**src/rtl/pwm_slice.sv**
```systemverilog
module pwm_slice #(
  parameter int W = 16
) (
  input  logic         clk,
  input  logic         rst_n,
  input  logic         tick,
  input  logic         cfg_wr,
  input  logic [2:0]   cfg_addr,
  input  logic [W-1:0] cfg_wdata,
  output logic [W-1:0] cnt_o,
  output logic         dir_down,
  output logic         out_a,
  output logic         out_b,
  output logic         wrap_flag
);
  localparam logic [2:0] ADR_CTRL = 3'd0;
  localparam logic [2:0] ADR_TOP  = 3'd1;
  localparam logic [2:0] ADR_CMPA = 3'd2;
  localparam logic [2:0] ADR_CMPB = 3'd3;
  localparam logic [2:0] ADR_CNT  = 3'd4;
  localparam logic [2:0] ADR_CLR  = 3'd5;

  logic         en_r, ph_r, inv_a_r, inv_b_r;
  logic [W-1:0] top_s, cmpa_s, cmpb_s;
  logic [W-1:0] top_q, cmpa_q, cmpb_q;
  logic [W-1:0] cnt;

  wire wr_ctrl = cfg_wr && (cfg_addr == ADR_CTRL);
  wire wr_cnt  = cfg_wr && (cfg_addr == ADR_CNT);
  wire wr_clr  = cfg_wr && (cfg_addr == ADR_CLR) && cfg_wdata[0];
  wire step    = en_r && tick;
  wire at_top  = (cnt == top_q);
  wire at_zero = (cnt == '0);
  wire wrap_ev = step && !wr_cnt && (ph_r ? (dir_down && at_zero) : at_top);

  always_ff @(posedge clk) begin
    if (!rst_n) begin
      en_r <= 1'b0; ph_r <= 1'b0; inv_a_r <= 1'b0; inv_b_r <= 1'b0;
      top_s <= '1; cmpa_s <= '0; cmpb_s <= '0;
    end else if (cfg_wr) begin
      case (cfg_addr)
        ADR_CTRL: begin
          en_r    <= cfg_wdata[0];
          ph_r    <= cfg_wdata[1];
          inv_a_r <= cfg_wdata[2];
          inv_b_r <= cfg_wdata[3];
        end
        ADR_TOP:  top_s  <= cfg_wdata;
        ADR_CMPA: cmpa_s <= cfg_wdata;
        ADR_CMPB: cmpb_s <= cfg_wdata;
        default: ;
      endcase
    end
  end

  always_ff @(posedge clk) begin
    if (!rst_n) begin
      top_q <= '1; cmpa_q <= '0; cmpb_q <= '0;
    end else if (!en_r || wrap_ev) begin
      top_q <= top_s; cmpa_q <= cmpa_s; cmpb_q <= cmpb_s;
    end
  end

  always_ff @(posedge clk) begin
    if (!rst_n) begin
      cnt <= '0;
      dir_down <= 1'b0;
    end else if (wr_cnt) begin
      cnt <= cfg_wdata;
      dir_down <= 1'b0;
    end else if (step) begin
      if (!ph_r) begin
        cnt <= at_top ? '0 : cnt + 1'b1;
        dir_down <= 1'b0;
      end else if (!dir_down) begin
        if (at_top) dir_down <= 1'b1;
        else        cnt <= cnt + 1'b1;
      end else begin
        if (at_zero) dir_down <= 1'b0;
        else         cnt <= cnt - 1'b1;
      end
    end
  end

  always_ff @(posedge clk) begin
    if (!rst_n)       wrap_flag <= 1'b0;
    else if (wrap_ev) wrap_flag <= 1'b1;
    else if (wr_clr)  wrap_flag <= 1'b0;
  end

  assign cnt_o = cnt;
  assign out_a = (cmpa_q > cnt) ^ inv_a_r;
  assign out_b = (cmpb_q > cnt) ^ inv_b_r;
endmodule


```
**config.mk**
```make
export PLATFORM = sky130hd
export DESIGN_NAME = pwm_slice
export DESIGN_NICKNAME = d
export VERILOG_FILES = /design/src/rtl/pwm_slice.sv
export SDC_FILE = /design/constraint.sdc
export NUM_CORES = 1
export LEC_CHECK = 0
export BUFFER_PORTS_ARGS = -buffer_cell sky130_fd_sc_hd__buf_2
export CAP_MARGIN = 20
export CELL_PAD_IN_SITES_DETAIL_PLACEMENT = 0
export CELL_PAD_IN_SITES_GLOBAL_PLACEMENT = 1
export CORE_ASPECT_RATIO = 1.2
export CORE_MARGIN = 5
export CORE_UTILIZATION = 41
export DETAILED_ROUTE_END_ITERATION = 7
export GPL_ROUTABILITY_DRIVEN = 0
export HOLD_SLACK_MARGIN = 0.03
export PLACE_DENSITY = 0.74
export SYNTH_ARGS = -nofsm -noshare
export SYNTH_HDL_FRONTEND = slang
export SYNTH_SLANG_ARGS = --single-unit
```
**constraint.sdc**
```tcl
create_clock -name clk -period 2.4 [get_ports clk]
set_input_delay 0 -clock clk [delete_from_list [all_inputs] [get_ports clk]]
set_output_delay 0 -clock clk [all_outputs]
set_load 0.05 [all_outputs]
```
==> results.toml <==
[critical_path]
cp.buffers_inverters = 3
endpoint_kind = "primary output"
crit_path_start_kind = "flop"
crit_chain = "buf_8, clkinvlp_4, ha_4, o211ai_1, a211o_1, o211ai_1, o31a_1, xor2_4, buf_6"
cpLargestDelayFamily = "compound AO/OA/AOI/OAI gates"
required_ps = 2400
arrival_ps = 2420
critical-path-slowest-cell = "dfxtp_2"
path_class = "reg -> out"
crit_fanout = 6
critical-path-max-stage-delay_ps = 340
cpMostUsedCell = "o211ai_1"

[status]
violations = "negative setup slack"
status = "complete, but fails checks"

[sta]
final.period_utilization_pct = 101
fin_crit_ps = 2420
setup_viol = 1
slew_headroom_pct = 51.6
whs_ps = 66.1
slew_violations = 0
hold_viol = 0
fin_setup_tns_ps = -23.2
worst_pin_slew_ps = 727
clock_skew_ps = 10.7
rsz0062_at_grt = "true"
max_freq_mhz = 413
worst_slack_ps = -23.2

[finish]
area_growth_pct = 30.3
antenna_cells = 0
fillerInstances = 1399
fin_util_pct = 54.6
nNetsFinal = 918
drive_above_1_share_pct = 22.3

[yosys]
synth_top_area_share_pct = 38.9
ys_types = 60
synth_fp_nets = 845
synthTopCellsByArea = "dfxtp_1 (39%), nand2_1 (13%), ha_1 (7.0%), a21oi_1 (6.8%), nand3_1 (3.5%)"
synth_flop_cell = "dfxtp_1"
yosys_register_bits = 118
yosys.area.top_type = "dfxtp_1"
synth_area_um2 = 6070
ys_seq_area_share_pct = 38.9
synth_edf_count = 0
synthArstFlopShare_pct = 0
syn_avg_cell_area_um2 = 7.70
ys_warn_count = 0
netlist_instances = 788

[grt]
grt_pass1_vias = 5612
antenna_found_initial = 0
grt_use_total_pct = 22.5
overflow = 0
grt_pass1_wl_um = 30300
grt_max_degree = 65

[die]
core_um2 = 14500
placementRows = 48
start_util_pct = 41.9
dieWidth_um = 121
fp.dieArea_um2 = 17300
die_h_um = 143
ios = 43

[route]
drt_iter0_markers = 477
routedWlPerCell_um = 18.2
detailedRoute.firstPassIterationCount = 5
post-route-drc-count = 0
route.vias.total = 5885
vias_per_cell = 5.48
antenna_left = 0
wl_um = 19500

[clocking]
cts.path.max_buffers = 2
cts_tree = "built"
cts_buffers = 17
cts_root_buf = "clkbuf_16"
insertion_delay_ps = 410
cts.clk_slew.worst_paths_ps = 50
numClockSinks = 118
htreeDepth = 4

[hold_path]
worstHoldPathType = "in -> reg"

[placement]
dpl_worst_slack_ps = -98.8
numPortBuffers = 42
hpwlAfterDp_um = 13900

[power_and_ir_drop]
power_density_nw_per_um2 = 705
p_leak_nw = 3.16
peakVddDrop_mv = 0.445
p_total_w = 0.00557

[run]
maxCapViolations = 0
[sequential cells by signal, summed over array words and instances (netlist names)]
register,count
cmpb_s,16
cmpb_q,16
dir_down,1
wrap_flag,1
top_s,16
inv_b_r,1
cnt_o,16
inv_a_r,1
ph_r,1
cmpa_s,16
top_q,16
cmpa_q,16
en_r,1
[synthesized netlist by cell type (5+ instances only)]
| cell | instances |
|---|---|
| mux2i_1 | 5 |
| a21o_1 | 7 |
| a21oi_1 | 82 |
| ha_1 | 34 |
| and2_1 | 7 |
| inv_1 | 23 |
| nand3_1 | 42 |
| nor4_1 | 6 |
| clkbuf_1 | 43 |
| dfxtp_1 | 118 |
| and3_1 | 7 |
| nand4_1 | 14 |
| buf_6 | 5 |
| o21ai_0 | 22 |
| o211ai_1 | 5 |
| nor3b_1 | 6 |
| xnor2_1 | 23 |
| a221oi_1 | 10 |
| nor3_1 | 13 |
| buf_2 | 11 |
| nand2_1 | 218 |
| nor2_1 | 22 |
[metrics by stage]
step	instance area, µm²	std cells
2_1_floorplan	6160	788
3_3_place_gp	6700	1013
3_5_place_dp	6700	1013
4_1_cts	7660	1066
5_1_grt	7910	1073
6_report	7910	1073
[worst paths after layout]
check               endpoint  depth (start not counted)  slack (ps)         from
setup reg to reg   cnt_o[14]                          8          70    cnt_o[13]
hold / removal     wrap_flag                          4          70  cfg_addr[0]
setup / recovery       out_a                          9         -20     cnt_o[2]
hold reg to reg   cmpb_s[14]                          2         450   cmpb_s[14]
[what timing repair did]
action,4_1_cts,5_1_grt
setup endpoints to repair,44,58
buffers inserted,2,7
resized for setup,34,33
pin swaps,11,22
hold buffers,20,0
hold endpoints to repair,67,0
[placed cells by master, fill, tap and decap left out, drive strengths merged, types with 8 or more instances in the layout]
cell type    instances
a221oi              10
nand4               14
a21oi               82
nor3                13
clkbuf              23
nand2              218
buf                 94
nor2                22
a21o                 8
nand3               42
xnor2               23
o21ai               22
dlygate4sd3         20
ha                  34
inv                 21
dfxtp              118
[worst min-delay path, cell delays in order]
cell and delay (ps):
buf_2 170, nand2_1 90, o31ai_1 60, a21oi_1 110
[layout make-up]
| type | count | area [µm²] | area share (%) |
|---|---|---|---|
| Clock buffer | 23 | 509 | 6.44 |
| Multi-Input combinational cell | 587 | 3670 | 46.4 |
| Timing Repair Buffer | 114 | 865 | 10.9 |
| Sequential cell | 118 | 2400 | 30.3 |
| Tap cell | 200 | 250 | 3.17 |
| Inverter | 23 | 101 | 1.28 |
| Clock inverter | 8 | 118 | 1.49 |
[cell families (layout without fill, tap and decap cells)]
kind of cell,Yosys count,count (layout),synth area share (%)
adder cells (fa/ha/maj),34,34,7.01
XOR/XNOR,26,26,3.75
buffers and inverters,83,168,6.04
multiplexers,5,5,0.825
AO/OA/AOI/OAI,171,171,17.8
flip-flops,118,118,38.9
AND/OR/NAND/NOR,351,351,25.6
[routing by layer]
| layer | GRT usage [%] | wire length, µm | up-vias | part of all wire (%) |
|---|---|---|---|---|
| met2 | 37.8 | 9590 | 177 | 49 |
| met3 | 3.45 | 871 | 39 | 4.5 |
| met4 | 9.55 | 601 | 0 | 3.1 |
| met1 | 28.8 | 8450 | 2784 | 43 |
| met5 | 0 | 0 | - | 0 |
| li1 | - | - | 2885 | - |
[power by group]
group	internal [W]	switching [W]
clock	0.00179	0.000877
sequential	0.00202	0.0000452
combinational	0.000332	0.000506
Note: power is estimated with default switching activity, not from simulation.
